**src/rtl/blkcopy_pkg.sv**
```systemverilog
package blkcopy_pkg;
  typedef enum logic [1:0] {
    ST_IDLE = 2'd0,
    ST_RD   = 2'd1,
    ST_WR   = 2'd2,
    ST_FIN  = 2'd3
  } blk_state_e;
endpackage

```
**src/rtl/blkcopy_ptr.sv**
```systemverilog
// Pointer register: load with the top bits cleared, post-increment with wrap
// inside the address width.
module blkcopy_ptr #(
  parameter int PTR_W  = 32,
  parameter int ADDR_W = 24
) (
  input  logic             clk,
  input  logic             rst,
  input  logic             load_i,
  input  logic [PTR_W-1:0] val_i,
  input  logic             inc_i,
  output logic [PTR_W-1:0] ptr_o
);
  localparam int PAD_W = PTR_W - ADDR_W;
  localparam logic [PTR_W-1:0] ADDR_MASK = {{PAD_W{1'b0}}, {ADDR_W{1'b1}}};

  logic [PTR_W-1:0]  ptr_q;
  logic [ADDR_W-1:0] ptr_nx;

  assign ptr_nx = ptr_q[ADDR_W-1:0] + {{(ADDR_W-1){1'b0}}, 1'b1};

  always_ff @(posedge clk) begin
    if (rst)         ptr_q <= '0;
    else if (load_i) ptr_q <= val_i & ADDR_MASK;
    else if (inc_i)  ptr_q <= {{PAD_W{1'b0}}, ptr_nx};
  end

  assign ptr_o = ptr_q;
endmodule

```
**src/rtl/blkcopy_cnt.sv**
```systemverilog
// Count register with per-transfer width select.
module blkcopy_cnt #(
  parameter int CNT_W    = 16,
  parameter int NARROW_W = 8
) (
  input  logic             clk,
  input  logic             rst,
  input  logic             load_i,
  input  logic [CNT_W-1:0] val_i,
  input  logic             wide_i,
  input  logic             dec_i,
  output logic [CNT_W-1:0] cnt_o,
  output logic             ld_zero_o,
  output logic             last_o
);
  localparam int HI_W = CNT_W - NARROW_W;

  logic [CNT_W-1:0]    cnt_q;
  logic                wide_q;
  logic [CNT_W-1:0]    cnt_dec;
  logic [NARROW_W-1:0] lo_dec;

  assign lo_dec = cnt_q[NARROW_W-1:0] - {{(NARROW_W-1){1'b0}}, 1'b1};

  always_comb begin
    if (wide_q) cnt_dec = cnt_q - {{(CNT_W-1){1'b0}}, 1'b1};
    else        cnt_dec = {cnt_q[CNT_W-1:NARROW_W], lo_dec};
  end

  assign ld_zero_o = wide_i ? (val_i == '0) : (val_i[NARROW_W-1:0] == '0);

  assign last_o = wide_q
                ? (cnt_q == {{(CNT_W-1){1'b0}}, 1'b1})
                : (cnt_q[NARROW_W-1:0] == {{(NARROW_W-1){1'b0}}, 1'b1});

  always_ff @(posedge clk) begin
    if (rst) begin
      cnt_q  <= '0;
      wide_q <= 1'b0;
    end else if (load_i) begin
      cnt_q  <= val_i;
      wide_q <= wide_i;
    end else if (dec_i) begin
      cnt_q  <= cnt_dec;
    end
  end

  assign cnt_o = cnt_q;

  logic unused_hi;
  assign unused_hi = ^{HI_W{1'b0}};
endmodule

```
**src/rtl/blkcopy_seq.sv**
```systemverilog
// Transfer sequencer: idle -> read -> write -> ... -> finish.
module blkcopy_seq
  import blkcopy_pkg::*;
(
  input  logic       clk,
  input  logic       rst,
  input  logic       start_i,
  input  logic       ld_zero_i,
  input  logic       last_i,
  input  logic       rvalid_i,
  input  logic       wack_i,
  output blk_state_e state_o,
  output logic       load_o,
  output logic       cap_o,
  output logic       step_o,
  output logic       busy_o,
  output logic       done_o
);
  blk_state_e state_q;
  logic       busy_q;
  logic       done_q;

  assign load_o = (state_q == ST_IDLE) && start_i;
  assign cap_o  = (state_q == ST_RD)   && rvalid_i;
  assign step_o = (state_q == ST_WR)   && wack_i;

  always_ff @(posedge clk) begin
    if (rst) begin
      state_q <= ST_IDLE;
      busy_q  <= 1'b0;
      done_q  <= 1'b0;
    end else begin
      done_q <= 1'b0;
      case (state_q)
        ST_IDLE: if (start_i) begin
          busy_q  <= 1'b1;
          state_q <= ld_zero_i ? ST_FIN : ST_RD;
        end
        ST_RD:   if (rvalid_i) state_q <= ST_WR;
        ST_WR:   if (wack_i)   state_q <= last_i ? ST_FIN : ST_RD;
        ST_FIN: begin
          done_q  <= 1'b1;
          busy_q  <= 1'b0;
          state_q <= ST_IDLE;
        end
        default: state_q <= ST_IDLE;
      endcase
    end
  end

  assign state_o = state_q;
  assign busy_o  = busy_q;
  assign done_o  = done_q;
endmodule

```
**src/rtl/blkcopy_engine.sv**
```systemverilog
module blkcopy_engine
  import blkcopy_pkg::*;
#(
  parameter int PTR_W    = 32,
  parameter int ADDR_W   = 24,
  parameter int CNT_W    = 16,
  parameter int NARROW_W = 8,
  parameter int DATA_W   = 8
) (
  input  logic              clk,
  input  logic              rst,
  input  logic              start_i,
  input  logic [PTR_W-1:0]  src_i,
  input  logic [PTR_W-1:0]  dst_i,
  input  logic [CNT_W-1:0]  cnt_i,
  input  logic              wide_i,
  output logic              busy_o,
  output logic              done_o,
  output logic [PTR_W-1:0]  src_o,
  output logic [PTR_W-1:0]  dst_o,
  output logic [CNT_W-1:0]  cnt_o,
  output logic              mem_req_o,
  output logic              mem_we_o,
  output logic [ADDR_W-1:0] mem_addr_o,
  output logic [DATA_W-1:0] mem_wdata_o,
  input  logic [DATA_W-1:0] mem_rdata_i,
  input  logic              mem_rvalid_i,
  input  logic              mem_wack_i
);
  localparam int NUM_PTR = 2;

  blk_state_e       state;
  logic             load, cap, step, ld_zero, last;
  logic [PTR_W-1:0] ptr_in [NUM_PTR];
  logic [PTR_W-1:0] ptr_q  [NUM_PTR];
  logic [DATA_W-1:0] data_q;

  assign ptr_in[0] = src_i;
  assign ptr_in[1] = dst_i;

  blkcopy_seq u_seq (
    .clk       (clk),
    .rst       (rst),
    .start_i   (start_i),
    .ld_zero_i (ld_zero),
    .last_i    (last),
    .rvalid_i  (mem_rvalid_i),
    .wack_i    (mem_wack_i),
    .state_o   (state),
    .load_o    (load),
    .cap_o     (cap),
    .step_o    (step),
    .busy_o    (busy_o),
    .done_o    (done_o)
  );

  for (genvar g = 0; g < NUM_PTR; g++) begin : g_ptr
    blkcopy_ptr #(.PTR_W(PTR_W), .ADDR_W(ADDR_W)) u_ptr (
      .clk    (clk),
      .rst    (rst),
      .load_i (load),
      .val_i  (ptr_in[g]),
      .inc_i  (step),
      .ptr_o  (ptr_q[g])
    );
  end

  blkcopy_cnt #(.CNT_W(CNT_W), .NARROW_W(NARROW_W)) u_cnt (
    .clk       (clk),
    .rst       (rst),
    .load_i    (load),
    .val_i     (cnt_i),
    .wide_i    (wide_i),
    .dec_i     (step),
    .cnt_o     (cnt_o),
    .ld_zero_o (ld_zero),
    .last_o    (last)
  );

  always_ff @(posedge clk) begin
    if (rst)      data_q <= '0;
    else if (cap) data_q <= mem_rdata_i;
  end

  assign src_o       = ptr_q[0];
  assign dst_o       = ptr_q[1];
  assign mem_req_o   = (state == ST_RD) || (state == ST_WR);
  assign mem_we_o    = (state == ST_WR);
  assign mem_addr_o  = (state == ST_WR) ? ptr_q[1][ADDR_W-1:0] : ptr_q[0][ADDR_W-1:0];
  assign mem_wdata_o = data_q;
endmodule

```
**config.mk**
```make
export PLATFORM = sky130hd
export DESIGN_NAME = blkcopy_engine
export DESIGN_NICKNAME = d
export VERILOG_FILES = /design/src/rtl/blkcopy_pkg.sv /design/src/rtl/blkcopy_ptr.sv /design/src/rtl/blkcopy_cnt.sv /design/src/rtl/blkcopy_seq.sv /design/src/rtl/blkcopy_engine.sv
export SDC_FILE = /design/constraint.sdc
export NUM_CORES = 1
export LEC_CHECK = 0
export BUFFER_PORTS_ARGS = -buffer_cell sky130_fd_sc_hd__buf_2
export CAP_MARGIN = 20
export CORE_ASPECT_RATIO = 2
export CORE_MARGIN = 10
export CORE_UTILIZATION = 35
export DETAILED_ROUTE_END_ITERATION = 10
export GPL_TIMING_DRIVEN = 0
export HOLD_SLACK_MARGIN = 0.02
export PLACE_DENSITY = 0.6
export SLEW_MARGIN = 15
export SYNTH_ARGS = -nofsm -noshare
export SYNTH_HDL_FRONTEND = slang
export SYNTH_SLANG_ARGS = --single-unit
export TNS_END_PERCENT = 5
```
**constraint.sdc**
```tcl
create_clock -name clk -period 5.8 [get_ports clk]
set_input_delay 0.29 -clock clk [delete_from_list [all_inputs] [get_ports clk]]
set_output_delay 0.29 -clock clk [all_outputs]
set_load 0.05 [all_outputs]
```
==> flow_metrics.env, run 1 <==
export IMPL_drc=0
export IMPL_root_buffer="clkbuf_16"
export IMPL_ys_types=41
export IMPL_synth_area_leader_cell="dfxtp_1"
export IMPL_fin_crit_sh_pct=53.51
export IMPL_hold_buffers=0
export IMPL_core_area_mm2=0.01263
export IMPL_synth_compound_area_share_pct=17.30
export IMPL_endpoint_kind="output pin"
export IMPL_max_stage_delay_ps=600
export IMPL_synth_top_family_by_area="simple AND/OR/NAND/NOR gates"
export IMPL_crit_slowest_cell="buf_1"
export IMPL_firstDrtPassIters=5
export IMPL_final_cell_mix="178 x buf_2, 77 x dfxtp_1, 72 x nor2_1, 39 x nand2_1, 32 x a211oi_1"
export IMPL_required_ps=5510
export IMPL_area_growth_pct=31.67
export IMPL_antenna_found_initial=1
export IMPL_yosysSeqAreaShare_pct=34.11
export IMPL_cts_resized_gates=0
export IMPL_fin_skew_ps=6.131
export IMPL_syn_area_mm2=0.004519
export IMPL_worstHoldEndpoint="g_ptr[0].u_ptr.ptr_o[13]"
export IMPL_p_per_area_mw_per_mm2=554.3
export IMPL_insertion_delay_ps=330
export IMPL_worstMarginPinSlew_ps=1063
export IMPL_rows=58
export IMPL_grt_pass1_vias=5424
export IMPL_yosys_area_share_simple_pct=28.35
export IMPL_portBuffers=175
export IMPL_drt_iter0_drc=289
export IMPL_layout_commonest_cell="buf_2"
export IMPL_cts_max_level=3
export IMPL_critPathMaxFanout=10
export IMPL_path_delay_family="buffers and inverters"
export IMPL_slew_limit_headroom_pct=28.16
export IMPL_cp_common_cell="buf_2"
export IMPL_period_needed_ps=3104
export IMPL_dieWidth_um=100.4
export IMPL_drive_above_1_share_pct=30.42
export IMPL_synth_top_area_share_pct=34.11
export IMPL_route_antenna_remaining_nets=0
export IMPL_slew_viol_final=0
export IMPL_dieArea_mm2=0.01813
export IMPL_grtUsageTotal_pct=20.01
export IMPL_power_w=0.003298
export IMPL_gp_congestion=0.8895
export IMPL_ir_worst_vdd_mv=0.3375
export IMPL_r2r_start="u_seq.state_o[0]"
export IMPL_outcome="finished, final reports clean"
export IMPL_hold_class="input port to flop"
export IMPL_yosys_warnings=0
export IMPL_r2r_setup_slack_ps=3020
export IMPL_fp_dieH_um=180.7
export IMPL_hpwl_um=15040
export IMPL_wl_um=18920
export IMPL_synth_cells=560
export IMPL_cts_made_buffers=9
export IMPL_num_vias=5156
export IMPL_setup_viol=0
export IMPL_yosys_area_share_adder_pct=2.215
export IMPL_cts_clk_slew_worst_paths_ps=60
export IMPL_r2r_cells=7
export IMPL_overflow=0
export IMPL_viasPerCell=5.623
export IMPL_hold_depth=3
export IMPL_wl_per_cell_um=20.64
export IMPL_cp_arrival_ps=2810
export IMPL_grt_pass1_wl_um=29060
export IMPL_fmax_mhz=322.2
export IMPL_io_pins=210
export IMPL_yosys_mux_area_fraction_pct=5.233
export IMPL_rsz0062_at_grt="no"
export IMPL_start_util_pct=35.79
export IMPL_numClockSinks=77
export IMPL_hp_start="src_i[13]"
export IMPL_postSynthAreaPerCell_um2=8.070
export IMPL_clock_path_buffers=2
export IMPL_regToRegEndpoint="u_cnt.cnt_o[15]"
export IMPL_final_nets=863
export IMPL_worst_path_buf_inv=5
export IMPL_cts_tree="done"
export IMPL_fin_setup_tns_ps=0
export IMPL_cts_setup_buffers=0
export IMPL_start_kind="flop"
export IMPL_grt_max_degree=13
export IMPL_critPathKind="flop to output pin"
export IMPL_leakagePower_nw=2.474
export IMPL_ys_ff_latch=77
export IMPL_synthTopCellsByArea="dfxtp_1 34%, nor2_1 6.0%, a311oi_1 5.8%"
export IMPL_crit_chain="inv_1 -> ha_1 -> buf_2 -> clkbuf_1 -> buf_1 -> mux2_2 -> buf_2"
export IMPL_synthXorXnorAreaFrac_pct=5.814
export IMPL_hold_violations=0
export IMPL_maxCapViolations=0
-- routing by layer --
layer  GRT usage [%]  routed length [um]  vias up
met4           8.580                 559        0
met3           5.273                1549       32
li1                -                   -     2458
met5               0                   0        -
met1           19.96                6656     2426
met2           36.98               10160      240
-- worst max path at each step --
stage	cells after the start	startpoint	to	slack, ps
3_3_place_gp	7	u_seq.state_o[0]	u_cnt.cnt_o[15]	3090
3_5_place_dp	7	u_seq.state_o[0]	u_cnt.cnt_o[15]	3020
6_report	7	u_seq.state_o[0]	mem_addr_o[17]	2700
5_1_grt	7	u_seq.state_o[0]	mem_addr_o[17]	2570
2_1_floorplan	6	u_seq.state_o[0]	mem_addr_o[15]	2960
4_1_cts	7	u_seq.state_o[0]	mem_addr_o[17]	2730
-- synth_stat cells, drive strengths merged --
library cell / count
nand2b: 1
nor4b: 1
nor2b: 3
dfxtp: 77
a22o: 1
o31ai: 6
nor3b: 2
nor4bb: 1
a31o: 2
nand3b: 2
nor4: 16
a21oi: 14
conb: 1
and2: 2
nor3: 14
or2: 1
nand4b: 1
mux2: 21
o221ai: 1
nand2: 39
ha: 8
nand3: 26
a311oi: 30
or4: 12
or3: 25
nand4: 18
clkbuf: 27
o21ai: 24
xnor2: 19
nor2: 72
xor2: 11
inv: 14
a221oi: 1
a211oi: 32
and3: 2
and4: 8
buf: 25
-- cell type report --
| type | count | area (um2) |
|---|---|---|
| diodes | 1 | 2.502 |
| repair buffers | 175 | 875.8 |
| well taps | 150 | 187.7 |
| clock inverters | 4 | 72.57 |
| inverters | 14 | 52.55 |
| multi-input cells | 432 | 2723 |
| flip-flops and latches | 77 | 1541 |
| plain buffers | 52 | 259.0 |
| clock buffers | 12 | 236.5 |
| fillers | 1340 | 6676 |
-- sequential cells by signal (all words and copies together), names as in the netlist --
name and count:
u_seq.state_o 2, g_ptr.u_ptr.ptr_o 48, u_seq.done_o 1, u_seq.busy_o 1, u_cnt.cnt_o 16, mem_wdata_o 8, u_cnt.wide_q 1
-- report_power, final --
part           switching, W  internal, W
Sequential         0.000236     0.000679
Clock              0.000225     0.000377
Combinational       0.00133     0.000452
Total               0.00179      0.00151
-- through the flow --
stage | cells | hold slack (ps) | instance area, um2 | utilization, % | setup WS (ps)
finish | 917 | 200.2 | 5951 | 47.13 | 2696
global route | 917 | 200.4 | 5951 | 47.13 | 2575
CTS | 916 | 191.4 | 5948 | 47.11 | 2732
detailed placement | 900 | 444.1 | 5639 | 44.66 | 3023
global placement | 900 | 439.6 | 5639 | 44.66 | 3092
floorplan | 575 | 413.5 | 4576 | - | 2963
-- tightest hold or removal path: stages --
cell,delay (ps)
buf_2,90
nand2_1,40
nand3b_1,70
-- logic make-up after synthesis --
family	Yosys count
mux	21
compound gates	111
buf+inv	66
fa+ha+maj	8
other cells	1
simple gates	246
xor+xnor	30
flops	77
No activity file was read; power rests on OpenSTA's default activity.
==> run 2, diff against run 1 <==
--- a/config.mk
+++ b/config.mk
@@ -13,7 +13,7 @@
 export DETAILED_ROUTE_END_ITERATION = 10
 export GPL_TIMING_DRIVEN = 0
 export HOLD_SLACK_MARGIN = 0.02
-export PLACE_DENSITY = 0.6
+export PLACE_DENSITY = 0.62
 export SLEW_MARGIN = 15
 export SYNTH_ARGS = -nofsm -noshare
 export SYNTH_HDL_FRONTEND = slang
==> constraint.sdc (replaced) <==
create_clock -name clk -period 2.59 [get_ports clk]
set_input_delay 0.1295 -clock clk [delete_from_list [all_inputs] [get_ports clk]]
set_output_delay 0.1295 -clock clk [all_outputs]
set_load 0.05 [all_outputs]
==> flow_metrics.env, run 2 (synthesis gave the netlist of run 1 again) <==
export IMPL_ir_worst_vdd_mv=0.7137
export IMPL_grt_pass1_wl_um=29660
export IMPL_wl_met3_um=1260
export IMPL_highest_layer="met4"
export IMPL_dp_cells=900
export IMPL_cp_arrival_ps=2740
export IMPL_start_util_pct=35.79
export IMPL_cts_max_level=3
export IMPL_fin_setup_tns_ps=0
export IMPL_placed_area_mm2=0.005639
export IMPL_r2r_cells=8
export IMPL_hpwl_um=15200
export IMPL_route_antenna_remaining_nets=0
export IMPL_power_w=0.007505
export IMPL_hp_start="src_i[13]"
export IMPL_antenna_found_initial=0
export IMPL_regToRegEndpoint="g_ptr[1].u_ptr.ptr_o[23]"
export IMPL_setup_viol=0
export IMPL_stdcell_count=917
export IMPL_final_area_mm2=0.006015
export IMPL_slew_viol_final=0
export IMPL_viasPerCell=5.656
export IMPL_hold_violations=0
export IMPL_fp_dieH_um=180.7
export IMPL_critPathMaxFanout=10
export IMPL_num_vias=5187
export IMPL_rsz0062_at_grt="yes"
export IMPL_start_kind="flop"
export IMPL_core_area_mm2=0.01263
export IMPL_r2r_setup_slack_ps=90
export IMPL_grt_max_degree=13
export IMPL_insertedDiodeCount=0
export IMPL_drt_iter0_drc=246
export IMPL_pre_cts_slack_ps=-198.3
export IMPL_critPathKind="flop to flop"
export IMPL_rows=58
export IMPL_fmax_mhz=400.1
export IMPL_numClockSinks=77
export IMPL_hold_depth=3
export IMPL_dieWidth_um=100.4
export IMPL_hold_class="input port to flop"
export IMPL_fin_crit_sh_pct=96.51
export IMPL_gp_congestion=0.9283
export IMPL_portBuffers=175
export IMPL_layout_commonest_cell="buf_2"
export IMPL_slew_limit_headroom_pct=46.89
export IMPL_cts_made_buffers=9
export IMPL_largest_reg_flops=48
export IMPL_cts_clk_slew_worst_paths_ps=60
export IMPL_final_cell_mix="178 x buf_2, 77 x dfxtp_1, 72 x nor2_1, 39 x nand2_1, 32 x a211oi_1"
export IMPL_grtUsageTotal_pct=20.49
export IMPL_final_nets=864
export IMPL_endpoint_kind="flop"
export IMPL_insertion_delay_ps=340
export IMPL_drc=0
export IMPL_firstDrtPassIters=6
export IMPL_wl_um=19340
export IMPL_cts_tree="done"
export IMPL_outcome="finished, final reports clean"
export IMPL_area_growth_pct=33.08
export IMPL_worstMarginPinSlew_ps=796.7
export IMPL_leakagePower_nw=2.513
export IMPL_overflow=0
export IMPL_maxCapViolations=0
export IMPL_p_per_area_mw_per_mm2=1248
export IMPL_clock_path_buffers=2
export IMPL_io_pins=210
export IMPL_wl_per_cell_um=21.09
export IMPL_root_buffer="clkbuf_16"
export IMPL_worstHoldEndpoint="g_ptr[0].u_ptr.ptr_o[13]"
export IMPL_grt_pass1_vias=5366
export IMPL_period_needed_ps=2500
export IMPL_required_ps=2840
export IMPL_setup_ws_ps=90.36
export IMPL_wl_met1_um=6796
export IMPL_dieArea_mm2=0.01813
export IMPL_fin_skew_ps=8.367
export IMPL_drive_above_1_share_pct=31.68
export IMPL_wl_met2_um=10440
export IMPL_r2r_start="u_seq.state_o[0]"
run 2: worst max path at each step:
stage	startpoint	endpoint	slack [ps]
after CTS	u_seq.state_o[0]	g_ptr[1].u_ptr.ptr_o[23]	-60
after global placement	u_seq.state_o[0]	u_cnt.cnt_o[15]	-140
after global routing	u_seq.state_o[0]	g_ptr[1].u_ptr.ptr_o[23]	-100
after floorplan	u_seq.state_o[0]	mem_addr_o[15]	-90
after detailed placement	u_seq.state_o[0]	u_cnt.cnt_o[15]	-200
final	u_seq.state_o[0]	g_ptr[1].u_ptr.ptr_o[23]	90
run 2: stage by stage:
stage	utilization (%)	hold WS (ps)
4_1_cts	47.37	27.24
6_report	47.63	30.97
3_5_place_dp	44.66	376.5
5_1_grt	47.63	44.46
2_1_floorplan	-	253.0
3_3_place_gp	44.66	379.6
run 2: critical path, cell delays in order, from the launching register on:
cell and delay (ps):
dfxtp_1 340, inv_1 90, ha_1 200, clkbuf_4 220, nand4_1 160, or4_1 470, clkbuf_1 240, or4_1 430
a311oi_1 260
run 2: per-layer routing:
metal / vias to the layer above / track usage, %
met5: - / 0
met4: 0 / 10.97
met3: 50 / 5.579
met2: 230 / 37.11
met1: 2452 / 20.13
li1: 2455 / -
run 2: what timing repair did:
| item | in CTS | in global routing |
|---|---|---|
| endpoints found under the setup margin | 32 | 32 |
| hold buffers | 0 | 0 |
| pin swaps | 0 | 1 |
| hold endpoints to repair | 0 | 0 |
| buffers inserted | 0 | 1 |
| gates resized for setup | 6 | 7 |
run 2: final cells by class:
class / count / area, um2
plain buffers: 52 / 272.8
flip-flops and latches: 77 / 1541
inverters: 14 / 52.55
repair buffers: 176 / 883.3
fillers: 1278 / 6613
clock inverters: 4 / 70.07
clock buffers: 12 / 256.5
multi-input cells: 432 / 2750
well taps: 150 / 187.7
run 2: power breakdown:
group | internal (W) | leakage (nW) | switching (W)
clock | 0.000895 | 0.163 | 0.000523
combinational | 0.00104 | 1.71 | 0.00301
sequential | 0.00152 | 0.636 | 0.000522
